File: config.mk
export PLATFORM = sky130hd
export DESIGN_NAME = hpt_walker
export DESIGN_NICKNAME = d
export VERILOG_FILES = /design/src/rtl/hpt_pkg.sv /design/src/rtl/hpt_hash.sv /design/src/rtl/hpt_walk_ctrl.sv /design/src/rtl/hpt_walker.sv
export SDC_FILE = /design/constraint.sdc
export NUM_CORES = 1
export LEC_CHECK = 0
export ABC_AREA = 1
export BUFFER_PORTS_ARGS = -buffer_cell sky130_fd_sc_hd__buf_2
export CORE_MARGIN = 2
export CORE_UTILIZATION = 25
export CTS_CLUSTER_DIAMETER = 60
export DETAILED_ROUTE_END_ITERATION = 10
export SLEW_MARGIN = 30
export SYNTH_ARGS = -nofsm -noshare
export SYNTH_HDL_FRONTEND = slang
export SYNTH_HIERARCHICAL = 1
export SYNTH_SLANG_ARGS = --single-unit
export TNS_END_PERCENT = 10
File: constraint.sdc
create_clock -name clk -period 4 [get_ports clk]
set_input_delay 1.2 -clock clk [delete_from_list [all_inputs] [get_ports clk]]
set_output_delay 1.2 -clock clk [all_outputs]
set_load 0.005 [all_outputs]
File: src/rtl/hpt_pkg.sv
// Shared types for the hashed page table walker.
package hpt_pkg;
    // Control state: waiting for start, presenting a read, awaiting its data.
    typedef enum logic [1:0] {
        ST_IDLE  = 2'd0,
        ST_ISSUE = 2'd1,
        ST_WAIT  = 2'd2
    } walk_st_e;

    // Which word the current read fetches.
    typedef enum logic [1:0] {
        PH_HEAD = 2'd0,
        PH_VPN  = 2'd1,
        PH_FRM  = 2'd2,
        PH_NXT  = 2'd3
    } walk_ph_e;
endpackage

File: src/rtl/hpt_hash.sv
// Bucket selection: folds the VPN in half with XOR, keeps BKT_W bits and
// scales by the 4-byte bucket word to form the bucket-head address.
// Assumes BKT_W does not exceed the upper half width of the VPN.
module hpt_hash #(
    parameter int VPN_W  = 20,
    parameter int BKT_W  = 4,
    parameter int WORD_W = 32
) (
    input  logic [VPN_W-1:0]  vpn_i,
    input  logic [WORD_W-1:0] base_i,
    output logic [WORD_W-1:0] head_addr_o
);
    localparam int LO_W = VPN_W / 2;
    localparam int HI_W = VPN_W - LO_W;

    logic [HI_W-1:0]  folded;
    logic [BKT_W-1:0] bucket;

    // Fold halves and form the byte address of the bucket word.
    always_comb begin
        folded      = vpn_i[VPN_W-1:LO_W] ^ HI_W'(vpn_i[LO_W-1:0]);
        bucket      = folded[BKT_W-1:0];
        head_addr_o = base_i + WORD_W'({bucket, 2'b00});
    end
endmodule

File: src/rtl/hpt_walk_ctrl.sv
// Chain-walk sequencer: latches a lookup, issues one word read at a time,
// decides on each response whether to read the frame, follow the next
// pointer, stop, or abort at the chain-length limit. Holds the result.
// Assumes the memory returns exactly one response per accepted request.
module hpt_walk_ctrl
    import hpt_pkg::*;
#(
    parameter int VPN_W     = 20,
    parameter int PFN_W     = 20,
    parameter int WORD_W    = 32,
    parameter int MAX_CHAIN = 8,
    parameter int CNT_W     = $clog2(MAX_CHAIN + 1)
) (
    input  logic              clk,
    input  logic              rst_n,
    input  logic              start_i,
    input  logic [VPN_W-1:0]  vpn_i,
    input  logic [WORD_W-1:0] base_i,
    input  logic [WORD_W-1:0] head_addr_i,
    output logic [VPN_W-1:0]  vpn_q_o,
    output logic [WORD_W-1:0] base_q_o,
    output logic              busy_o,
    output logic              done_o,
    output logic              found_o,
    output logic              err_o,
    output logic [PFN_W-1:0]  frame_o,
    output logic [CNT_W-1:0]  visited_o,
    output logic              req_valid_o,
    input  logic              req_ready_i,
    output logic [WORD_W-1:0] req_addr_o,
    input  logic              rsp_valid_i,
    input  logic [WORD_W-1:0] rsp_data_i
);
    localparam logic [CNT_W-1:0] VIS_LIM = CNT_W'(MAX_CHAIN);

    walk_st_e          st_q;
    walk_ph_e          ph_q;
    logic [VPN_W-1:0]  vpn_q;
    logic [WORD_W-1:0] base_q;
    logic [WORD_W-1:0] ptr_q;
    logic [CNT_W-1:0]  vis_q;
    logic              done_q, found_q, err_q;
    logic [PFN_W-1:0]  frame_q;

    // Select the address of the word the current phase needs.
    always_comb begin
        unique case (ph_q)
            PH_HEAD: req_addr_o = head_addr_i;
            PH_VPN:  req_addr_o = ptr_q;
            PH_FRM:  req_addr_o = ptr_q + WORD_W'(4);
            default: req_addr_o = ptr_q + WORD_W'(8);
        endcase
    end

    // Sequence reads through the chain and record the outcome.
    always_ff @(posedge clk) begin
        if (!rst_n) begin
            st_q    <= ST_IDLE;
            ph_q    <= PH_HEAD;
            vpn_q   <= '0;
            base_q  <= '0;
            ptr_q   <= '0;
            vis_q   <= '0;
            done_q  <= 1'b0;
            found_q <= 1'b0;
            err_q   <= 1'b0;
            frame_q <= '0;
        end else begin
            unique case (st_q)
                ST_IDLE: begin
                    if (start_i) begin
                        vpn_q   <= vpn_i;
                        base_q  <= base_i;
                        ph_q    <= PH_HEAD;
                        vis_q   <= '0;
                        done_q  <= 1'b0;
                        found_q <= 1'b0;
                        err_q   <= 1'b0;
                        frame_q <= '0;
                        st_q    <= ST_ISSUE;
                    end
                end
                ST_ISSUE: begin
                    if (req_ready_i) st_q <= ST_WAIT;
                end
                ST_WAIT: begin
                    if (rsp_valid_i) begin
                        unique case (ph_q)
                            PH_HEAD: begin
                                if (rsp_data_i == '0) begin
                                    done_q <= 1'b1;
                                    st_q   <= ST_IDLE;
                                end else begin
                                    ptr_q <= rsp_data_i;
                                    ph_q  <= PH_VPN;
                                    st_q  <= ST_ISSUE;
                                end
                            end
                            PH_VPN: begin
                                vis_q <= vis_q + 1'b1;
                                ph_q  <= (rsp_data_i[VPN_W-1:0] == vpn_q) ? PH_FRM : PH_NXT;
                                st_q  <= ST_ISSUE;
                            end
                            PH_FRM: begin
                                frame_q <= rsp_data_i[PFN_W-1:0];
                                found_q <= 1'b1;
                                done_q  <= 1'b1;
                                st_q    <= ST_IDLE;
                            end
                            default: begin
                                if (rsp_data_i == '0) begin
                                    done_q <= 1'b1;
                                    st_q   <= ST_IDLE;
                                end else if (vis_q == VIS_LIM) begin
                                    err_q  <= 1'b1;
                                    done_q <= 1'b1;
                                    st_q   <= ST_IDLE;
                                end else begin
                                    ptr_q <= rsp_data_i;
                                    ph_q  <= PH_VPN;
                                    st_q  <= ST_ISSUE;
                                end
                            end
                        endcase
                    end
                end
                default: st_q <= ST_IDLE;
            endcase
        end
    end

    assign vpn_q_o     = vpn_q;
    assign base_q_o    = base_q;
    assign busy_o      = (st_q != ST_IDLE);
    assign done_o      = done_q;
    assign found_o     = found_q;
    assign err_o       = err_q;
    assign frame_o     = frame_q;
    assign visited_o   = vis_q;
    assign req_valid_o = (st_q == ST_ISSUE);
endmodule

File: src/rtl/hpt_walker.sv
// Top of the hashed page table walker: joins the bucket hash to the
// chain-walk sequencer. Assumes word-aligned pointers in memory and
// VPN_W, PFN_W no wider than WORD_W.
module hpt_walker #(
    parameter int VPN_W     = 20,
    parameter int PFN_W     = 20,
    parameter int WORD_W    = 32,
    parameter int BKT_W     = 4,
    parameter int MAX_CHAIN = 8,
    localparam int CNT_W    = $clog2(MAX_CHAIN + 1)
) (
    input  logic              clk,
    input  logic              rst_n,
    input  logic              start,
    input  logic [VPN_W-1:0]  vpn,
    input  logic [WORD_W-1:0] table_base,
    output logic              busy,
    output logic              done,
    output logic              found,
    output logic              err,
    output logic [PFN_W-1:0]  frame,
    output logic [CNT_W-1:0]  visited,
    output logic              mem_req_valid,
    input  logic              mem_req_ready,
    output logic [WORD_W-1:0] mem_req_addr,
    input  logic              mem_rsp_valid,
    input  logic [WORD_W-1:0] mem_rsp_data
);
    logic [VPN_W-1:0]  vpn_q;
    logic [WORD_W-1:0] base_q;
    logic [WORD_W-1:0] head_addr;

    hpt_hash #(.VPN_W(VPN_W), .BKT_W(BKT_W), .WORD_W(WORD_W)) u_hash (
        .vpn_i       (vpn_q),
        .base_i      (base_q),
        .head_addr_o (head_addr)
    );

    hpt_walk_ctrl #(
        .VPN_W(VPN_W), .PFN_W(PFN_W), .WORD_W(WORD_W),
        .MAX_CHAIN(MAX_CHAIN), .CNT_W(CNT_W)
    ) u_ctrl (
        .clk         (clk),
        .rst_n       (rst_n),
        .start_i     (start),
        .vpn_i       (vpn),
        .base_i      (table_base),
        .head_addr_i (head_addr),
        .vpn_q_o     (vpn_q),
        .base_q_o    (base_q),
        .busy_o      (busy),
        .done_o      (done),
        .found_o     (found),
        .err_o       (err),
        .frame_o     (frame),
        .visited_o   (visited),
        .req_valid_o (mem_req_valid),
        .req_ready_i (mem_req_ready),
        .req_addr_o  (mem_req_addr),
        .rsp_valid_i (mem_rsp_valid),
        .rsp_data_i  (mem_rsp_data)
    );
endmodule

# Yosys cells after proc, flatten, opt, wreduce, memory -nomap -nowiden
# Cells that the tools add are included.
totals:
  regBits: 115
  in_bits: 89
  output_inout_bits: 61
  elab_cells: 97
classes:
  addsub: 4
  eq_ne: 22
  mux: 43
  n_bitwise: 3
  n_reduce_logical: 15
op_table:
  columns: ["operator", "count"]
  rows:
  - ["two-way mux 32 bit", 3]
  - ["case mux 32 bit (3 select lines)", 1]
  - ["case mux 32 bit (2 select lines)", 1]
  - ["two-way mux 20 bit", 3]
  - ["case mux 20 bit (2 select lines)", 1]
  - ["adder 32 x 3 -> 32 bit (second input constant)", 1]
  - ["adder 32 x 4 -> 32 bit (second input constant)", 1]
  - ["adder 32 x 6 -> 32 bit", 1]
  - ["logical NOT 32 bit", 1]
  - ["equality test 20 bit", 1]
  - ["two-way mux 2 bit", 9]
  - ["case mux 2 bit (3 select lines)", 3]
  - ["!= test 2 bit (second input constant)", 7]
  - ["two-way mux 1 bit", 13]
  - ["two-way mux 4 bit", 3]
  - ["AND reduction 6 bit", 2]
  - ["!= test 2 x 1 -> 1 bit (second input constant)", 4]
  - ["case mux 4 bit (2 select lines)", 1]
  - ["AND reduction 4 bit", 2]
  - ["AND reduction 7 bit", 1]
  - ["!= test 3 bit (second input constant)", 2]
  - ["case mux 1 bit (2 select lines)", 3]
  - ["AND reduction 5 bit", 1]
  - ["adder 4 x 1 -> 4 bit (second input constant)", 1]
  - ["16 further kinds", 21]

# Longest topological paths before layout
# Gate-level depths: netlist of the first run.
logic_depth:
  word_depth: 6
  ltp_mapped: 14
  depth_no_buf: 14

# Hierarchy
# The synthesis of the first run kept the hierarchy.
modules_own_cells:
  columns: ["module", "instances", "cells_per_inst", "area_each_um2", "seq_area_each_um2"]
  rows:
  - ["hpt_walk_ctrl", 1, 1004, 6641.4, 2302.2]
  - ["hpt_hash", 1, 216, 1072.3, 0.0]

# Least setup slack after synthesis of the first run
# Ideal clock, no wire load.
synth_path:
  path_type: "register -> output"
  from: "register u_ctrl.vpn_q[0], in the netlist u_ctrl/vpn_q_o[0]"
  to: "output mem_req_addr[26]"
  arrival_time_ns: 2.030
  required_ns: 2.800
  path_slack_ns: 0.770
  stages_incl_launch_ff: 14
  n_path_buf: 0
  cell_sequence: "dfxtp_1 > xor2_1 > ha_1 > fa_1 > nand2_1 > nand3_2 > nand2_2 > nor2_1 > nand3b_1 > nand2_1 > a221oi_1 > nand2_1 > o21ai_0 > inv_1"
synth_via:
  elab_chain_cells: 3
synth_rtl:
  columns: ["item", "line_no", "rtl"]
  rows:
  - ["start: declaration", "hpt_walk_ctrl.sv:38", "logic [VPN_W-1:0] vpn_q;"]
  - ["start signal: assignment", "hpt_walk_ctrl.sv:72", "vpn_q <= vpn_i;"]
  - ["bitwise XOR 4 bit", "hpt_hash.sv:21", "folded = vpn_i[VPN_W-1:LO_W] ^ HI_W'(vpn_i[LO_W-1:0]);"]
  - ["adder 32 x 6 -> 32 bit", "hpt_hash.sv:23", "head_addr_o = base_i + WORD_W'({bucket, 2'b00});"]
  - ["via head_addr[26]", "hpt_walker.sv:31", "logic [WORD_W-1:0] head_addr;"]
  - ["case mux 32 bit (3 select lines)", "hpt_walk_ctrl.sv:47", "unique case (ph_q)"]
  - ["end: declaration", "hpt_walker.sv:25", "output logic [WORD_W-1:0] mem_req_addr,"]
# The timed path passes the listed nets, and every way through them passes these cells.

# Worst setup path after layout of the first run
layout_path:
  from: "register u_ctrl.vpn_q[0], in the netlist u_ctrl/vpn_q_o[0]"
  to: "output mem_req_addr[14]"
# The elaborated chain is that of the path after synthesis.

==> results of run 1 <==
[area by class of cell]
cell class | instances | area share [%]
well taps | 396 | 5.19
inverters | 120 | 4.74
repair buffers | 165 | 9.21
clock inverters | 12 | 1.04
clock buffers | 20 | 4.68
multi-input cells | 935 | 51.0
flip-flops and latches | 115 | 24.2
[power by group through the flow]
stage,clock [µW],combinational (µW),sequential [µW]
floorplan,0,450,1310
global placement,0,725,1340
detailed placement,0,728,1340
CTS,1470,734,1320
global route,1530,851,1340
finish,1450,759,1320
[layer usage]
metal | vias to the layer above | global-route usage, % | share of wire (%)
met4 | 4 | 4.85 | 1.4
met2 | 299 | 29.9 | 47
met1 | 4007 | 24.2 | 46
met5 | - | 0 | 0.081
met3 | 29 | 3.36 | 5.6
li1 | 4244 | - | -
[repair_timing]
item,CTS,global route
buffers inserted,0,5
pin swaps,1,19
resized for setup,2,34
endpoints found under the setup margin,5,23
[registers in the layout (all words and copies together), names as in the netlist]
signal	flops
u_ctrl/ph_q	2
u_ctrl/ptr_q	32
u_ctrl/found_o	1
u_ctrl/visited_o	4
u_ctrl/st_q	2
u_ctrl/vpn_q_o	20
u_ctrl/base_q_o	32
u_ctrl/frame_o	20
u_ctrl/err_o	1
u_ctrl/done_o	1
[worst max-delay path, cell delays in order, from the launching register on]
cell,delay (ns)
dfxtp_2,0.34
xor2_1,0.16
ha_2,0.21
fa_2,0.40
nand2_2,0.09
nand3_4,0.11
nand2_8,0.12
nor2_4,0.06
buf_4,0.13
xor2_1,0.13
a221oi_1,0.25
a22oi_1,0.14
buf_2,0.17
[cell usage after synthesis (17+ instances only)]
cell / n
nand2_1: 272
nor2_1: 212
dfxtp_1: 115
inv_1: 114
o21ai_0: 114
a21oi_1: 66
nand3_1: 46
xor2_1: 34
clkbuf_1: 33
nand2_2: 29
a21oi_2: 21
a221oi_1: 20
nor3_1: 17
o21ai_1: 17
[per-stage QoR]
stage / setup slack, ns / area (µm²)
floorplan: 0.770 / 7710
global placement: 0.426 / 8810
detailed placement: 0.378 / 8810
CTS: 0.00796 / 9370
global route: -0.0907 / 9540
finish: 0.0518 / 9540
[path summary, 6_finish.rpt]
kind	to	cells after the start	startpoint
worst max-delay path	mem_req_addr[14]	12	u_ctrl/vpn_q_o[0]
worst min-delay path	u_ctrl/ptr_q[0]	2	u_ctrl/ptr_q[0]
worst max register to register	u_ctrl/ptr_q[31]	9	u_ctrl/ph_q[0]
worst min register to register	u_ctrl/ptr_q[0]	2	u_ctrl/ptr_q[0]
[cells by family (layout without fill, tap and decap cells)]
kind of cell	count (synthesis)	after routing	synth area share, %
DFF	115	115	29.8
adders and majority gates	13	13	2.21
and+or+nand+nor	616	616	34.2
buffers and inverters	170	317	8.94
AOI/OAI and AO/OA	264	264	20.1
xor gates and xnor gates	42	42	4.77
==> reports/results.ini, run 1 <==
[cts]
cts-root-to-sink-buffers=2
clock_insertion_delay_worst_skew_ns=0.43
cts.reportedPaths.clkPinSlew_ns=0.06
clkSinkCount=115
cts_root_buffer=clkbuf_16
cts-hold-fix-buffers=0
cts_inserted_buffers=17
tritoncts=yes
clock_tree.htree_level_count=4

[detailed_routing]
routed_wl_mm=29.6
drt_drc_violations_left=0
drt_first_pass_iters=9
num_vias=8583
drt.antenna.violating_nets=0
drt_first_iter_violations=732
post_detailed_route_wirelength_per_cell_um=16.8
vias_per_cell=4.87

[power]
power.net_switching_uw=1210
power.share.combinational_pct=21.5
sw_frac_of_total_pct=34.1
standby_leakage_power_uw=0.00401
fin_total_pwr_uw=3530
pwr_density_cell_nw_per_um2=371
clock_power_share_pct=41.1
p_int_uw=2330
peakVddDrop_mv=0.288
sequentialPowerShare_pct=37.4

[floorplanning]
chipWidth_um=180
dieHeight_um=180
initial_core_util_pct=25.3
rows=64
dieArea_um2=32300
design.portCount=150
placeableCoreArea_um2=30500

[layout]
fillers=3424
multi_input_comb_area_um2=4860
finalNonFillerCells=1763
most_used_cells_in_the_layout_excluding_fill_and_tap_cells=nand2_1, nor2_1, buf_2
proportion_of_layout_cells_with_a_drive_suffix_above_1_pct=21.8
layout.nets=1456
layout.core_utilization_pct=31.3
most_common_cell_after_layout_fill_and_taps_aside=nand2_1
areaGrowthSynthToFinish_pct=23.7
area.sequential_um2=2310
antennaDiodeCount=0

[global_route]
grt_pass1_vias=8096
grt_start_max_net_pins=51
grt_pass1_wl_mm=45.8
initial_antenna_violation_count=2
grt_remaining_overflow=0
global_route.usage.total_pct=18.1

[timing]
final.hold.worst_slack_ns=0.453
final.setup.tns_ns=0
period_minus_slack_ns=3.95
worst_clock_skew_ns=0.0155
final_max_slew_viol_count=0
pin_slew_with_the_least_headroom_to_its_limit_ns=0.713
post-route-period-util_pct=98.7
timing.slew.headroom_pct=52.4
timing.final.setup_violations=0
report.final.hold_viol_count=0
fmaxAchievable_mhz=253
grt_setup_unrepaired=true

[logic_synthesis]
synthesis.area_um2=7710
sequential_element_share_of_the_synthesized_area_pct=29.8
yosys_most_used_dff=dfxtp_1
synth-edff-count=0
synthDistinctLibCells=47
post-synth-top-area-cell=dfxtp_1
share_of_async_settable_or_async_resettable_flops_after_synthesis_pct=0
synth_warnings=6
ys_seq_elements=115
synthTopCellsByArea=dfxtp_1, nand2_1, nor2_1, o21ai_0, inv_1
yosysTopAreaCellShare_pct=29.8
avgSynthCellArea_um2=6.32
postSynthNetCount=1322
netlist_instances=1220

[flow_run]
maxCapViolations=0

[status]
result_of_the_run=finished clean

[critical_path]
reg2reg_slack_ns=1.83
worst-setup-path-type=flop to output pin
cp.required_ns=2.80
critical_path_peak_fanout=5
cp-start-kind=flop
timing.critical_path.arrival_ns=2.75
timing.critical_path.to_type=output pin

[placement]
buffer_ports.inserted=149
hpwlAfterDp_mm=22.4
placed_cells_incl_taps=1726
finalWeightedCongestion=0.916

[worst_hold_path]
min-delay-path-class=flop to flop

Power figures use the tool's default switching activity.
==> run 2, diff against run 1 <==
Settings changed: CORE_MARGIN 2 to unset.
==> run 2 against run 1 <==
  * Combinational power about the same
  * Die area is 2.2% lower
  * Cell area increased by 0.77%
  * Sequential share of layout area shrank 0.20 points
  * Final cell count is 0.34% lower
  * Clock skew shrank 0.0056 ns
  * Sequential power barely moved
  * Worst hold slack worse by 0.0060 ns
==> reports/results.ini, run 2 (same netlist as run 1, synthesis figures left out) <==
[status]
result_of_the_run=finished clean

[global_route]
grt_use_met3_pct=3.92  ; +0.56 points
grt_remaining_overflow=0  ; unchanged
global_route.usage.total_pct=18.7  ; +0.62 points
grt_start_max_net_pins=87  ; +71%
grt_pass1_wl_mm=44.7  ; -2.4%
initial_antenna_violation_count=2  ; unchanged
grt_pass1_vias=7946  ; -1.9%
use_met2_pct=28.8  ; -1.0 points
grt_most_used_layer=met2
groute.layer.met1.usage_pct=25.8  ; +1.6 points

[floorplanning]
initial_core_util_pct=25.7  ; +0.40 points
dieHeight_um=178  ; -1.1%
dieArea_um2=31600  ; -2.2%
chipWidth_um=178  ; -1.1%
rows=63  ; -1.6%
design.portCount=150  ; unchanged
placeableCoreArea_um2=30000  ; -1.6%

[timing]
report.final.hold_viol_count=0  ; unchanged
grt_setup_unrepaired=true
pin_slew_with_the_least_headroom_to_its_limit_ns=0.722  ; +0.00824 ns
final_max_slew_viol_count=0  ; unchanged
timing.final.setup_violations=0  ; unchanged
worst_clock_skew_ns=0.00988  ; -0.00562 ns
period_minus_slack_ns=3.90  ; -0.0489 ns
fmaxAchievable_mhz=256  ; +1.3%
post-route-period-util_pct=97.5  ; -1.2 points
timing.slew.headroom_pct=51.9  ; -0.55 points

[cts]
cts-root-to-sink-buffers=2  ; unchanged
clock_insertion_delay_worst_skew_ns=0.43  ; about the same
clkSinkCount=115  ; unchanged
clock_tree.htree_level_count=4  ; unchanged
cts.reportedPaths.clkPinSlew_ns=0.06  ; about the same
cts-hold-fix-buffers=0  ; unchanged
cts_root_buffer=clkbuf_16
cts_inserted_buffers=17  ; unchanged
tritoncts=yes

[placement]
placed_cells_incl_taps=1722  ; -0.23%
hpwlAfterDp_mm=22.1  ; -1.4%
buffer_ports.inserted=149  ; unchanged
finalWeightedCongestion=0.921  ; +0.51%

[power]
peakVddDrop_mv=0.302  ; +5.2%
pwr_density_cell_nw_per_um2=393  ; +6.0%
fin_total_pwr_uw=3780  ; +6.8%
standby_leakage_power_uw=0.00405  ; +1.2%

[detailed_routing]
drt.antenna.violating_nets=0  ; unchanged
post_detailed_route_wirelength_per_cell_um=16.6  ; -1.2%
drt_first_iter_violations=782  ; +6.8%
drt_drc_violations_left=0  ; unchanged
routed_wl_mm=29.2  ; -1.5%
vias_per_cell=4.90  ; +0.68%
num_vias=8612  ; +0.34%
drt_first_pass_iters=6  ; -3

[critical_path]
critPathSlowestCell=a31oi_1
critical_path_peak_fanout=4  ; -1
timing.critical_path.to_type=output pin
ordered_cell_list_for_the_critical_path=xor2_1 > ha_2 > fa_2 > nand2_2 > nand3_4 > nand2_4 > nor2_4 > nand2_1 > xnor2_1 > a21oi_1 > a31oi_1 > buf_2
worst-setup-path-type=flop to output pin
timing.critical_path.arrival_ns=2.70  ; -0.05 ns
cell_depth_of_the_worst_setup_path=12  ; unchanged
cp-start-kind=flop
max_stage_delay_ns=0.38  ; -0.02 ns
crit_buf_inv=1  ; -1
cp.required_ns=2.80  ; about the same
cp_top_family=adder cells
worst-r2r-cell-count=9  ; unchanged

[worst_hold_path]
min-delay-path-class=flop to flop
min_path_cells=2  ; unchanged

[layout]
areaGrowthSynthToFinish_pct=24.6
proportion_of_layout_cells_with_a_drive_suffix_above_1_pct=21.4  ; -0.35 points
finalNonFillerCells=1757  ; -0.34%
layout.nets=1456  ; unchanged
most_common_cell_after_layout_fill_and_taps_aside=nand2_1
most_used_cells_in_the_layout_excluding_fill_and_tap_cells=nand2_1, nor2_1, buf_2

[flow_run]
maxCapViolations=0  ; unchanged

==> run 2: final timing paths <==
kind | startpoint | end | slack, ns
worst max-delay path | u_ctrl/vpn_q_o[0] | mem_req_addr[16] | 0.10
worst min-delay path | u_ctrl/ptr_q[1] | u_ctrl/ptr_q[1] | 0.45
worst max register to register | u_ctrl/visited_o[0] | u_ctrl/ptr_q[18] | 1.89
worst min register to register | u_ctrl/ptr_q[1] | u_ctrl/ptr_q[1] | 0.45
==> run 2: layer usage <==
metal  share of wire [%]  vias up
met3                 7.4       35
met5                   0        -
li1                    -     4249
met4                 2.0        0
met1                  46     3970
met2                  45      358
==> run 2: per-stage QoR <==
step | utilization, % | hold slack (ns) | setup slack (ns) | TNS (ns) | area, µm²
final | 32.0 | 0.447 | 0.101 | 0 | 9610
after global routing | 32.0 | 0.471 | -0.0600 | -0.458 | 9610
after CTS | 31.6 | 0.449 | 0.00132 | 0 | 9480
after detailed placement | 29.4 | 0.442 | 0.333 | 0 | 8820
after global placement | 29.4 | 0.434 | 0.382 | 0 | 8820
after floorplan | - | 0.425 | 0.770 | 0 | 7710
==> run 2: tightest hold or removal path, cell delays in order, from the launching register on <==
cell and delay [ns]:
dfxtp_1 0.30, inv_1 0.05, a21oi_1 0.05
==> run 2: power breakdown <==
part,internal (µW),switching (µW),leakage (µW)
clock network,1110,588,0.000304
registers,1230,91.9,0.000941
logic,283,478,0.00281
total,2620,1160,0.00405
==> run 2: timing repair <==
action / 4_1_cts / 5_1_grt
pin swaps: 0 / 8
gates resized for setup: 5 / 24
setup buffers: 0 / 3
setup endpoints to repair: 9 / 23
==> run 2: cell type report <==
class / count / area [µm²]
Fill cell: 3318 / 20400
Multi-Input combinational cell: 935 / 4850
Sequential cell: 115 / 2310
Timing Repair Buffer: 165 / 878
Tap cell: 390 / 488
Inverter: 120 / 452
Clock buffer: 19 / 433
Clock inverter: 12 / 205
Antenna cell: 1 / 2.50
==> run 3, diff against run 2 <==
Settings changed: REMOVE_ABC_BUFFERS set to 1.
==> run 3 against run 2 <==
  * Clock skew is 0.00068 ns lower
  * Register-to-register slack got worse by 0.21 ns
  * Fmax fell by 0.28%
  * Combinational power up 0.9%
  * Utilization fell by 0.10 points
  * Worst setup slack worse by 0.011 ns
  * First-iteration DRC count decreased by 12%
  * Wire length up 0.19%
==> reports/results.ini, run 3 (same netlist as run 1, synthesis figures left out) <==
[status]
result_of_the_run=finished clean

[power]
pwr_density_cell_nw_per_um2=376  ; -4.2%
standby_leakage_power_uw=0.00404  ; -0.38%
peakVddDrop_mv=0.277  ; -8.4%

[timing]
report.final.hold_viol_count=0  ; unchanged
fmaxAchievable_mhz=256  ; -0.28%
pin_slew_with_the_least_headroom_to_its_limit_ns=0.804  ; +0.0822 ns
grt_setup_unrepaired=true
timing.final.setup_violations=0  ; unchanged
period_minus_slack_ns=3.91  ; +0.0110 ns
post-route-period-util_pct=97.8  ; +0.28 points
final_max_slew_viol_count=0  ; unchanged
final.setup.tns_ns=0  ; unchanged
timing.slew.headroom_pct=46.1  ; -5.8 points
worst_clock_skew_ns=0.00921  ; -0.000675 ns

[layout]
proportion_of_layout_cells_with_a_drive_suffix_above_1_pct=22.5  ; +1.1 points
fillers=3321  ; +0.090%
most_used_cells_in_the_layout_excluding_fill_and_tap_cells=nand2_1, nor2_1, buf_2
finalNonFillerCells=1757  ; unchanged
multi_input_comb_area_um2=4890  ; +0.93%
areaGrowthSynthToFinish_pct=24.2
area.sequential_um2=2310  ; +0.16%
most_common_cell_after_layout_fill_and_taps_aside=nand2_1
antennaDiodeCount=0  ; -1
layout.nets=1456  ; unchanged

[floorplanning]
design.portCount=150  ; unchanged
dieArea_um2=31600  ; unchanged
placeableCoreArea_um2=30000  ; unchanged
chipWidth_um=178  ; unchanged
rows=63  ; unchanged
dieHeight_um=178  ; unchanged
initial_core_util_pct=25.7  ; unchanged

[cts]
cts_inserted_buffers=17  ; unchanged
cts.reportedPaths.clkPinSlew_ns=0.06  ; about the same
cts-root-to-sink-buffers=2  ; unchanged
cts-hold-fix-buffers=0  ; unchanged
tritoncts=yes
clock_insertion_delay_worst_skew_ns=0.43  ; about the same
cts_root_buffer=clkbuf_16
clock_tree.htree_level_count=4  ; unchanged
clkSinkCount=115  ; unchanged

[detailed_routing]
drt.antenna.violating_nets=0  ; unchanged
vias_per_cell=4.89  ; -0.22%
drt_first_iter_violations=691  ; -12%
routed_wl_mm=29.2  ; +0.19%
post_detailed_route_wirelength_per_cell_um=16.6  ; +0.19%
drt_first_pass_iters=6  ; unchanged
num_vias=8593  ; -0.22%
drt_drc_violations_left=0  ; unchanged

[critical_path]
worst-r2r-cell-count=9  ; unchanged
critical_path_peak_fanout=5  ; +1
timing.critical_path.arrival_ns=2.71  ; about the same
cp.required_ns=2.80  ; about the same
worst_r2r_endpoint=u_ctrl/ptr_q[10]
crit-reg2reg-launch=u_ctrl/ph_q[0]
startpoint=u_ctrl/vpn_q_o[0]
reg2reg_slack_ns=1.68  ; -0.21 ns
timing.critical_path.to_type=output pin
worst-setup-path-type=flop to output pin
setup.worst_path.end=mem_req_addr[20]
cp-start-kind=flop

[global_route]
grt_start_max_net_pins=84  ; -3.4%
grt_remaining_overflow=0  ; unchanged
grt_pass1_wl_mm=44.5  ; -0.49%
initial_antenna_violation_count=0  ; -2
grt_pass1_vias=7932  ; -0.18%
global_route.usage.total_pct=18.5  ; -0.25 points

[worst_hold_path]
min-delay-path-class=flop to flop

[placement]
hpwlAfterDp_mm=21.8  ; -1.4%
placed_cells_incl_taps=1722  ; unchanged
finalWeightedCongestion=0.922  ; +0.16%
buffer_ports.inserted=149  ; unchanged

[flow_run]
maxCapViolations=0  ; unchanged

run 3: cell count changes in the layout (fill, tap and decap cells not counted), moves of 3 or more:
cell       delta
bufinv_16     -4
dfxtp_1       -3
a221oi_1      -4
a221oi_2      +4
dfxtp_2       +3
run 3: cell type report:
cell class / instances / area share, %
Inverter: 120 / 4.71
Tap cell: 390 / 5.09
Timing Repair Buffer: 165 / 9.04
Sequential cell: 115 / 24.1
Multi-Input combinational cell: 935 / 51.1
Clock buffer: 17 / 4.44
Clock inverter: 15 / 1.54
run 3: how the worst min path moves through the flow:
stage,start,endpoint,depth (start not counted)
after floorplan,u_ctrl/ptr_q[0],u_ctrl/ptr_q[0],2
after global placement,u_ctrl/err_o,u_ctrl/err_o,2
after detailed placement,u_ctrl/ptr_q[0],u_ctrl/ptr_q[0],2
after CTS,u_ctrl/ptr_q[0],u_ctrl/ptr_q[0],2
after global routing,u_ctrl/frame_o[3],u_ctrl/frame_o[3],2
final,u_ctrl/ptr_q[0],u_ctrl/ptr_q[0],2
run 3: report_power, final:
group          internal (µW)  switching (µW)  total, µW
logic                    283             485        768
registers               1230            91.5       1320
clock network            871             648       1520
total                   2380            1220       3610
run 3: per-stage QoR:
stage / power, µW / area, µm² / hold slack [ns] / setup WS, ns / util [%]
floorplan: 1730 / 7480 / 0.424 / 0.0458 / -
global placement: 2070 / 8810 / 0.441 / 0.392 / 29.3
detailed placement: 2070 / 8810 / 0.448 / 0.368 / 29.3
CTS: 3600 / 9400 / 0.459 / 0.0000691 / 31.3
global route: 3790 / 9580 / 0.492 / -0.0669 / 31.9
finish: 3610 / 9580 / 0.455 / 0.0896 / 31.9
run 3: per-layer routing:
layer | up-vias | GRT usage, % | part of all wire [%]
li1 | 4252 | - | -
met2 | 314 | 29.5 | 45
met4 | 0 | 5.59 | 2.3
met3 | 41 | 3.06 | 6.3
met1 | 3986 | 25.2 | 46
met5 | - | 0 | 0
run 3: timing repair:
item	4_1_cts	5_1_grt
pin swaps	0	13
setup endpoints to repair	8	24
setup buffers	0	3
gates resized for setup	5	38
run 3: worst max-delay path: stages (launching register included):
cell and delay (ns):
dfxtp_2 0.35, xor2_1 0.18, ha_2 0.25, fa_2 0.24, nand2_2 0.07, nand3_4 0.09, nand3_4 0.10, nor2_4 0.21
nand2_1 0.07, nand2_1 0.06, nand2_1 0.06, a221oi_1 0.25, nand2_1 0.10, o21ai_2 0.08, inv_1 0.05, buf_2 0.12
